<file path="src/rtl/alarm_irq_pkg.sv">
package alarm_irq_pkg;
  localparam int unsigned N_LOL  = 2;
  localparam int unsigned N_HOLD = 2;
  localparam int unsigned N_LOS  = 4;
  localparam int unsigned N_FLAG = N_LOL + N_HOLD + N_LOS;
  localparam int unsigned AW     = 2;

  typedef enum logic [AW-1:0] {
    REG_STATUS = 2'd0,
    REG_ENABLE = 2'd1,
    REG_IRQ    = 2'd2,
    REG_NONE   = 2'd3
  } reg_addr_e;
endpackage

</file>
<file path="src/rtl/alarm_sync.sv">
module alarm_sync #(
  parameter int unsigned WIDTH  = 8,
  parameter int unsigned STAGES = 2
) (
  input  logic             clk_i,
  input  logic             rst_ni,
  input  logic [WIDTH-1:0] async_i,
  output logic [WIDTH-1:0] sync_o
);
  logic [WIDTH-1:0] stage_q [STAGES];

  for (genvar s = 0; s < STAGES; s++) begin : g_stage
    always_ff @(posedge clk_i or negedge rst_ni) begin
      if (!rst_ni) stage_q[s] <= '0;
      else if (s == 0) stage_q[s] <= async_i;
      else stage_q[s] <= stage_q[(s == 0) ? 0 : s-1];
    end
  end

  assign sync_o = stage_q[STAGES-1];
endmodule

</file>
<file path="src/rtl/sticky_flag.sv">
module sticky_flag (
  input  logic clk_i,
  input  logic rst_ni,
  input  logic set_i,
  input  logic clr_i,
  output logic flag_o
);
  always_ff @(posedge clk_i or negedge rst_ni) begin
    if (!rst_ni)     flag_o <= 1'b0;
    else if (set_i)  flag_o <= 1'b1;   // set has priority over clear
    else if (clr_i)  flag_o <= 1'b0;
  end
endmodule

</file>
<file path="src/rtl/irq_gen.sv">
module irq_gen #(
  parameter int unsigned WIDTH = 8
) (
  input  logic             clk_i,
  input  logic             rst_ni,
  input  logic [WIDTH-1:0] flag_i,
  input  logic [WIDTH-1:0] en_i,
  output logic             irq_o
);
  always_ff @(posedge clk_i or negedge rst_ni) begin
    if (!rst_ni) irq_o <= 1'b0;
    else         irq_o <= |(flag_i & en_i);
  end
endmodule

</file>
<file path="src/rtl/alarm_irq_ctrl.sv">
module alarm_irq_ctrl
  import alarm_irq_pkg::*;
#(
  parameter int unsigned SYNC_STAGES = 2
) (
  input  logic              clk_i,
  input  logic              rst_ni,
  input  logic [N_LOL-1:0]  lol_i,
  input  logic [N_HOLD-1:0] hold_i,
  input  logic [N_LOS-1:0]  los_i,
  input  logic              reg_we_i,
  input  logic [AW-1:0]     reg_addr_i,
  input  logic [N_FLAG-1:0] reg_wdata_i,
  output logic [N_FLAG-1:0] reg_rdata_o,
  output logic              irq_status_o,
  output logic              int_no
);
  logic [N_FLAG-1:0] alarm_raw, alarm_s, flag_q, en_q, clr_req;
  logic              wr_status, wr_enable;

  assign alarm_raw = {los_i, hold_i, lol_i};

  alarm_sync #(.WIDTH(N_FLAG), .STAGES(SYNC_STAGES)) u_sync (
    .clk_i   (clk_i),
    .rst_ni  (rst_ni),
    .async_i (alarm_raw),
    .sync_o  (alarm_s)
  );

  assign wr_status = reg_we_i && (reg_addr_i == REG_STATUS);
  assign wr_enable = reg_we_i && (reg_addr_i == REG_ENABLE);
  // a clear only lands once the alarm itself has dropped
  assign clr_req   = wr_status ? (reg_wdata_i & ~alarm_s) : '0;

  for (genvar i = 0; i < N_FLAG; i++) begin : g_flag
    sticky_flag u_flag (
      .clk_i  (clk_i),
      .rst_ni (rst_ni),
      .set_i  (alarm_s[i]),
      .clr_i  (clr_req[i]),
      .flag_o (flag_q[i])
    );
  end

  always_ff @(posedge clk_i or negedge rst_ni) begin
    if (!rst_ni)        en_q <= '0;
    else if (wr_enable) en_q <= reg_wdata_i;
  end

  irq_gen #(.WIDTH(N_FLAG)) u_irq (
    .clk_i  (clk_i),
    .rst_ni (rst_ni),
    .flag_i (flag_q),
    .en_i   (en_q),
    .irq_o  (irq_status_o)
  );

  assign int_no = ~irq_status_o;

  always_comb begin
    unique case (reg_addr_i)
      REG_STATUS: reg_rdata_o = flag_q;
      REG_ENABLE: reg_rdata_o = en_q;
      REG_IRQ:    reg_rdata_o = {{(N_FLAG-1){1'b0}}, irq_status_o};
      default:    reg_rdata_o = '0;
    endcase
  end
endmodule

</file>
<file path="config.mk">
export PLATFORM = sky130hd
export DESIGN_NAME = alarm_irq_ctrl
export DESIGN_NICKNAME = d
export VERILOG_FILES = /design/src/rtl/alarm_irq_pkg.sv /design/src/rtl/alarm_sync.sv /design/src/rtl/sticky_flag.sv /design/src/rtl/irq_gen.sv /design/src/rtl/alarm_irq_ctrl.sv
export SDC_FILE = /design/constraint.sdc
export NUM_CORES = 1
export LEC_CHECK = 0
export ABC_AREA = 1
export ABC_CLOCK_PERIOD_IN_PS = 900
export CORE_UTILIZATION = 30
export CTS_CLUSTER_SIZE = 28
export DETAILED_ROUTE_END_ITERATION = 12
export SLEW_MARGIN = 20
export SYNTH_ARGS = -nofsm -noshare
export SYNTH_HDL_FRONTEND = slang
export SYNTH_SLANG_ARGS = --single-unit
</file>
<file path="constraint.sdc">
create_clock -name clk_i -period 0.9 [get_ports clk_i]
set_clock_uncertainty 0.05 [all_clocks]
set_input_delay 0.18 -clock clk_i [delete_from_list [all_inputs] [get_ports clk_i]]
set_output_delay 0.18 -clock clk_i [all_outputs]
set_load 0.02 [all_outputs]
</file>
Word-level counts from Yosys, hierarchy flattened
Cells that the tools add are included.
{"block": "op_classes", "eq_ne": 2, "n_mux": 18, "bitwise_logic": 4, "reduce_logical": 12}
{"cell": "one-hot mux 8 bit (3 select lines)", "count": 1}
{"cell": "AND 8 bit", "count": 2}
{"cell": "two-way mux 1 bit", "count": 16}
{"cell": "nonzero test 2 bit", "count": 8}
{"cell": "two-way mux 8 bit", "count": 1}
{"cell": "NOT 8 bit", "count": 1}
{"cell": "OR reduction 8 bit", "count": 1}
{"cell": "== test 2 x 1 -> 1 bit (second input constant)", "count": 1}
{"cell": "== test 2 bit (second input constant)", "count": 1}
{"cell": "logical AND 1 bit", "count": 2}
{"cell": "zero test 2 bit", "count": 1}
{"cell": "NOT 1 bit", "count": 1}
{"block": "word_totals", "ff_bits": 33, "inputBits": 21, "output_inout_bits": 10, "elab_cells": 48}

Depth between registers and ports, before layout
Gate-level depths: netlist (run 1).
{"block": "logic_depth", "depth_word": 5, "depth_mapped": 5, "ltp_nobuf": 5}

Cells and area by module
From an unflattened synthesis (run 1), not the netlist that was laid out.
{"block": "hier_totals", "cells_unflattened": 171, "hier_area_um2": 1461.4}
{"mod": "alarm_irq_ctrl", "n_inst": 1, "cells_each": 91, "area_each_um2": 599.3}
{"mod": "alarm_sync", "n_inst": 1, "cells_each": 24, "area_each_um2": 460.4}
{"mod": "sticky_flag", "n_inst": 8, "cells_each": 5, "area_each_um2": 40.0}
{"mod": "irq_gen", "n_inst": 1, "cells_each": 16, "area_each_um2": 81.3}

Worst setup path before layout (run 1)
Ideal clock, no wire load.
{"block": "synth_timing", "path_kind": "flip-flop to output port", "start": "register u_irq.irq_o", "end": "output reg_rdata_o[0]", "t_arrival_ns": 0.743, "setup_slack_ns": -0.073, "stages_incl_launch_ff": 3, "path_cell_list": "dfrtp_1 nand3_1 nand3_1"}
{"block": "synth_between", "elab_chain_cells": 1}
{"element": "start: declaration", "line_no": "irq_gen.sv:8", "text": "output logic irq_o"}
{"element": "start signal: assignment", "line_no": "irq_gen.sv:12", "text": "else irq_o <= |(flag_i & en_i);"}
{"element": "one-hot mux 8 bit (3 select lines)", "line_no": "alarm_irq_ctrl.sv:61", "text": "unique case (reg_addr_i)"}
{"element": "end: declaration", "line_no": "alarm_irq_ctrl.sv:14", "text": "output logic [N_FLAG-1:0] reg_rdata_o,"}
No other way between the ends.

Final worst setup path (run 1)
Same ends and word-level chain as after synthesis.

==> results.yml, run 1 <==
yosys:
  synthArstFlopShare: 1.00
  synth_seq_cells: 33
  yosysMostFrequentCell: "nand2_1"
  syn_nets: 161
  synth_top_area_cell: "dfrtp_1"
  synth-xor-area-share: 0
  synth_compound_gate_area_share: 0
  syn_avg_cell_area_um2: 9.20
  synth_common_cells: "nand2_1 (77), dfrtp_1 (33), inv_1 (11)"
  synth-simple-area-share: 0.304
  yosysWarnings: 0
  synth_mux_area_frac: 0
  synth_cell_types: 10
  synth-edff-count: 0
  synth_top_family_by_area: "simple AND/OR/NAND/NOR gates"
  synthesis.area_um2: 1290
  synth_ff_type: "dfrtp_1"
  ys_top_cells_by_area: "dfrtp_1 (64%), nand2_1 (22%), nand3_1 (3.9%)"
  yosysSeqAreaShare: 0.641
  synthDominantCellAreaShare: 0.641
  synthAdderAreaFrac: 0
  netlist_instances: 140
detailed_routing:
  wirelength_um: 2800
  drt_iter0_drc: 33
  vias: 1074
  route.antenna.remaining_nets: 0
  avgViaCountPerCell: 4.30
  drc_errors: 0
  firstDrtPassIters: 4
  wire_per_inst_um: 11.2
timing:
  drv_slew: 0
  tightest_slew_ns: 0.214
  layout_min_cycle_time_ns: 1.20
  final_hold_viol_count: 0
  fin_ws_ns: -0.303
  finalSetupViolCount: 11
  grt_setup_unrepaired: "true"
  fmax_mhz: 831
  relSlewSlack: 0.857
  fin_crit_sh: 1.34
die:
  die_h_um: 67.5
  initial_core_util: 0.317
  num_rows: 23
  boundaryPins: 31
  die_x_um: 67.5
  die_area_um2: 4560
  core_area_um2: 4060
layout:
  design_area_um2: 1980
  area_growth_pct: 54.1
  fillCellCount: 374
  regArea_um2: 827
  final_cells: 250
  drive_gt1_frac: 0.315
  num_antenna_cells: 0
  multi_input_area_um2: 448
  nets: 220
clocking:
  cts_buffers: 5
  cts_tree: "done"
  cts_root_buf: "clkbuf_8"
  cts_max_level: 2
  clk_path_buf_depth: 2
  clkTransAtPathRegs_ns: 0.07
  hold_buffers: 0
  clock_sinks: 33
  clk_latency_ns: 0.28
worst_setup_path:
  path_max_fanout: 3
  critPathLaunchType: "register"
  worstPathRequired_ns: 0.67
  setup.worst_path.class: "reg2out"
  worstPathArrival_ns: 0.97
  cp-end-kind: "output port"
worst_hold_path:
  hold_path.class: "in2async"
global_route:
  grt_pass1_vias: 1029
  grt_max_degree: 34
  overflow: 0
  antenna_found_initial: 0
  grt_pass1_wl_um: 4670
  grtUsageTotal: 0.147
power_and_ir_drop:
  max-vdd-ir-drop_mv: 0.952
  powerDensity_nw_per_um2: 1720
  seqPwrFrac: 0.484
  internal_power_mw: 2.52
  p_leak_nw: 1.01
  p_sw_uw: 887
  pwr-share-clk: 0.306
  combPwrFrac: 0.210
  sw_frac_of_total: 0.261
placement:
  routabilityCongestion: 0.743
  dp_cells: 237
  dpl.hpwl_um: 1900
  io_buffers: 30
  dpl-instance-area_um2: 1820
run_status:
  violations: "setup timing"
  status: "finished with violations"
run:
  cap_violations: 0
## registers in the layout (all words and copies together) (netlist names)
name	count
en_q	8
g_flag.u_flag.flag_o	8
u_sync.stage_q	8
u_sync.sync_o	8
u_irq.irq_o	1
## power by group through the flow
stage | clock, mW | sequential, mW | combinational (mW)
after global placement | 0 | 1.67 | 0.636
after floorplan | 0 | 1.68 | 0.264
after CTS | 1.09 | 1.65 | 0.695
after detailed placement | 0 | 1.67 | 0.647
after global routing | 1.15 | 1.66 | 0.791
final | 1.04 | 1.65 | 0.715
## what timing repair did
item / 4_1_cts / 5_1_grt
gates resized for setup: 79 / 9
cloned: 1 / 0
setup endpoints to repair: 27 / 11
pin swaps: 18 / 10
setup buffers: 5 / 7
## per-stage QoR
step / util / hold WS [ns] / TNS (ns) / setup WS (ns) / total power, mW
2_1_floorplan: - / -0.166 / -0.0107 / -0.0107 / 1.94
3_3_place_gp: 0.448 / 0.283 / -18.18 / -1.13 / 2.30
3_5_place_dp: 0.448 / 0.285 / -18.69 / -1.14 / 2.32
4_1_cts: 0.481 / 0.210 / -2.65 / -0.316 / 3.43
5_1_grt: 0.489 / 0.214 / -3.04 / -0.349 / 3.60
6_report: 0.489 / 0.203 / -2.54 / -0.303 / 3.41
## metal layers
metal,vias up,global-route usage,routed length (µm)
met1,503,0.185,1280
met2,29,0.224,1330
met4,0,0.0718,58
li1,537,-,-
met5,-,0,0
met3,5,0.0507,128
## final cells by class
type,instances,share of cell area
Tap cell,50,0.0315
Timing Repair Buffer,53,0.262
Sequential cell,33,0.417
Inverter,12,0.0240
Clock buffer,8,0.0404
Multi-Input combinational cell,94,0.226
## critical path, cell delays in order, from the launching register on
cell and delay [ns]:
dfrtp_2 0.42, nand3_2 0.08, nand3_2 0.06, buf_6 0.13
## path summary, 6_finish.rpt
| check | from | to | slack, ns | cells past startpoint |
|---|---|---|---|---|
| worst max register to register | en_q[7]$_DFFE_PN0P_ | u_irq.irq_o$_DFF_PN0_ | -0.02 | 5 |
| max in group asynchronous | rst_ni | u_irq.irq_o$_DFF_PN0_ | 0.41 | 2 |
| worst min register to register | u_sync.stage_q[8]$_DFF_PN0_ | u_sync.sync_o[0]$_DFF_PN0_ | 0.30 | 0 |
| worst max-delay path | u_irq.irq_o$_DFF_PN0_ | reg_rdata_o[0] | -0.30 | 3 |
| worst min-delay path | rst_ni | g_flag[2].u_flag.flag_o$_DFFE_PN0P_ | 0.20 | 2 |
| min in group clk_i | los_i[0] | u_sync.stage_q[12]$_DFF_PN0_ | 0.28 | 1 |
## kinds of logic (layout without fill, tap and decap cells)
| family | Yosys count | count (layout) |
|---|---|---|
| simple gates | 93 | 94 |
| buf+inv | 14 | 73 |
| flops | 33 | 33 |
## cell usage in the layout, fill, tap and decap left out
master and count:
inv_4 1, nand3_2 2, nand2_4 1, nor2_4 4
dfrtp_2 1, nand3_1 8, nand2_2 14, nor2_1 2
buf_2 3, nand2_1 63, inv_1 11, dfrtp_1 32
clkbuf_8 5, buf_6 16, buf_12 2, clkdlybuf4s50_1 17
clkbuf_1 3, dlygate4sd2_1 1, buf_4 14
(Power assumes the default switching activity.)
==> run 2, diff against run 1 <==
Settings changed: ABC_CLOCK_PERIOD_IN_PS 900 to default.
==> results of run 2 <==
No change in the layout: final DEF, timing and power equal those of run 1.
==> run 3, diff against run 2 <==
Settings changed: SKIP_LAST_GASP from default to 1.
==> results.yml, run 3 (same netlist as run 1, synthesis figures left out) <==
run_status:
  status: "finished with violations"
  violations: "setup timing"
global_route:
  grt_pass1_wl_um: 4670
  antenna_found_initial: 0
  overflow: 0
  grt_max_degree: 34
  grt_pass1_vias: 1029
  grtUsageTotal: 0.147
clocking:
  cts_tree: "done"
  clkTransAtPathRegs_ns: 0.07
  clk_path_buf_depth: 2
  cts_buffers: 5
  cts_root_buf: "clkbuf_8"
  hold_buffers: 0
  clk_latency_ns: 0.28
  clock_sinks: 33
  cts_max_level: 2
timing:
  tightest_slew_ns: 0.208
  finalSetupViolCount: 11
  layout_min_cycle_time_ns: 1.20
  grt_setup_unrepaired: "true"
  fmax_mhz: 832
  fin_crit_sh: 1.34
  fin_ws_ns: -0.302
  drv_slew: 0
  relSlewSlack: 0.861
  final_hold_viol_count: 0
detailed_routing:
  highest_layer: "met4"
  firstDrtPassIters: 4
  vias: 1069
  avgViaCountPerCell: 4.28
  wl_met1_um: 1290
  wl_met2_um: 1330
  wl_met3_um: 114
  wire_per_inst_um: 11.1
  route.antenna.remaining_nets: 0
  drt_iter0_drc: 36
  wirelength_um: 2770
  drc_errors: 0
worst_setup_path:
  cp-end-kind: "output port"
  crit_start: "u_irq.irq_o$_DFF_PN0_"
  r2r_start: "g_flag[4].u_flag.flag_o$_DFFE_PN0P_"
  worstPathRequired_ns: 0.67
  worstPathArrival_ns: 0.97
  rr_worst_depth: 5
  cp.depth: 3
  r2r_setup_slack_ns: -0.04
  setup.worst_path.class: "reg2out"
  critPathMostFrequentCell: "nand3_2"
  critPathSlowestCell: "dfrtp_2"
  max_stage_delay_ns: 0.42
  path_max_fanout: 3
  cp_cell_sequence: "nand3_2 -> nand3_2 -> buf_6"
  cp_top_family: "flip-flops"
  critPathLaunchType: "register"
  critical_path.endpoint: "reg_rdata_o[0]"
  crit_buf_inv: 1
  timing.rr.end: "u_irq.irq_o$_DFF_PN0_"
layout:
  area_growth_pct: 54.4
  regArea_um2: 827
  design_area_um2: 1990
  fillCellCount: 377
  drive_gt1_frac: 0.315
  num_antenna_cells: 0
  nets: 220
  multi_input_area_um2: 448
  final_cell_mix: "nand2_1 (63), dfrtp_1 (32), clkdlybuf4s50_1 (17), buf_6 (17), nand2_2 (14)"
  final_util: 0.490
  final_common_cell: "nand2_1"
power_and_ir_drop:
  max-vdd-ir-drop_mv: 0.955
  powerDensity_nw_per_um2: 1710
  p_leak_nw: 1.01
placement:
  dp_slack_ns: -1.14
  io_buffers: 30
  dpl-instance-area_um2: 1820
  routabilityCongestion: 0.743
  dpl.hpwl_um: 1900
die:
  die_x_um: 67.5
  die_h_um: 67.5
  boundaryPins: 31
  num_rows: 23
  die_area_um2: 4560
  initial_core_util: 0.317
  core_area_um2: 4060
run:
  cap_violations: 0
worst_hold_path:
  hold_path.class: "in2async"
run 3: how the worst min path moves through the flow:
stage | end | slack [ns] | cells past startpoint
2_1_floorplan | en_q[0]$_DFFE_PN0P_ | -0.17 | 0
3_3_place_gp | u_sync.sync_o[0]$_DFF_PN0_ | 0.28 | 0
3_5_place_dp | u_sync.sync_o[0]$_DFF_PN0_ | 0.28 | 0
4_1_cts | g_flag[2].u_flag.flag_o$_DFFE_PN0P_ | 0.21 | 2
5_1_grt | en_q[2]$_DFFE_PN0P_ | 0.21 | 2
6_report | g_flag[2].u_flag.flag_o$_DFFE_PN0P_ | 0.20 | 2
run 3: worst register-to-register path, delay by kind of cell (launching register included):
family | cells | cell delay (ns)
buf+inv | 1 | 0.13
flops | 1 | 0.41
simple gates | 4 | 0.25
run 3: metrics by stage:
step	hold WS, ns	std cells	TNS, ns	power (mW)
global placement	0.283	237	-18.18	2.30
global route	0.214	250	-3.08	3.60
CTS	0.210	248	-2.68	3.42
floorplan	-0.166	140	-0.0107	1.94
detailed placement	0.285	237	-18.69	2.32
finish	0.204	250	-2.57	3.40
run 3: where the power goes:
group          leakage (nW)  total [mW]  internal [mW]  switching [mW]
registers             0.368        1.65           1.59          0.0552
clock network        0.0395        1.04          0.548           0.490
logic                 0.602       0.713          0.377           0.336
run 3: cell type report:
type / instances / area share
Inverter: 12 / 0.0239
Multi-Input combinational cell: 94 / 0.225
Sequential cell: 33 / 0.416
Clock buffer: 8 / 0.0403
Timing Repair Buffer: 53 / 0.263
Tap cell: 50 / 0.0315
run 3: per-layer routing:
layer | global-route usage | up-vias
li1 | - | 537
met1 | 0.185 | 506
met2 | 0.224 | 22
met3 | 0.0507 | 4
met4 | 0.0718 | 0
met5 | 0 | -
run 3: repair_timing:
action,4_1_cts,5_1_grt
hold endpoints to repair,0,0
cloned,1,0
gates resized for setup,76,13
setup buffers,5,7
pin swaps,17,12
endpoints found under the setup margin,27,11
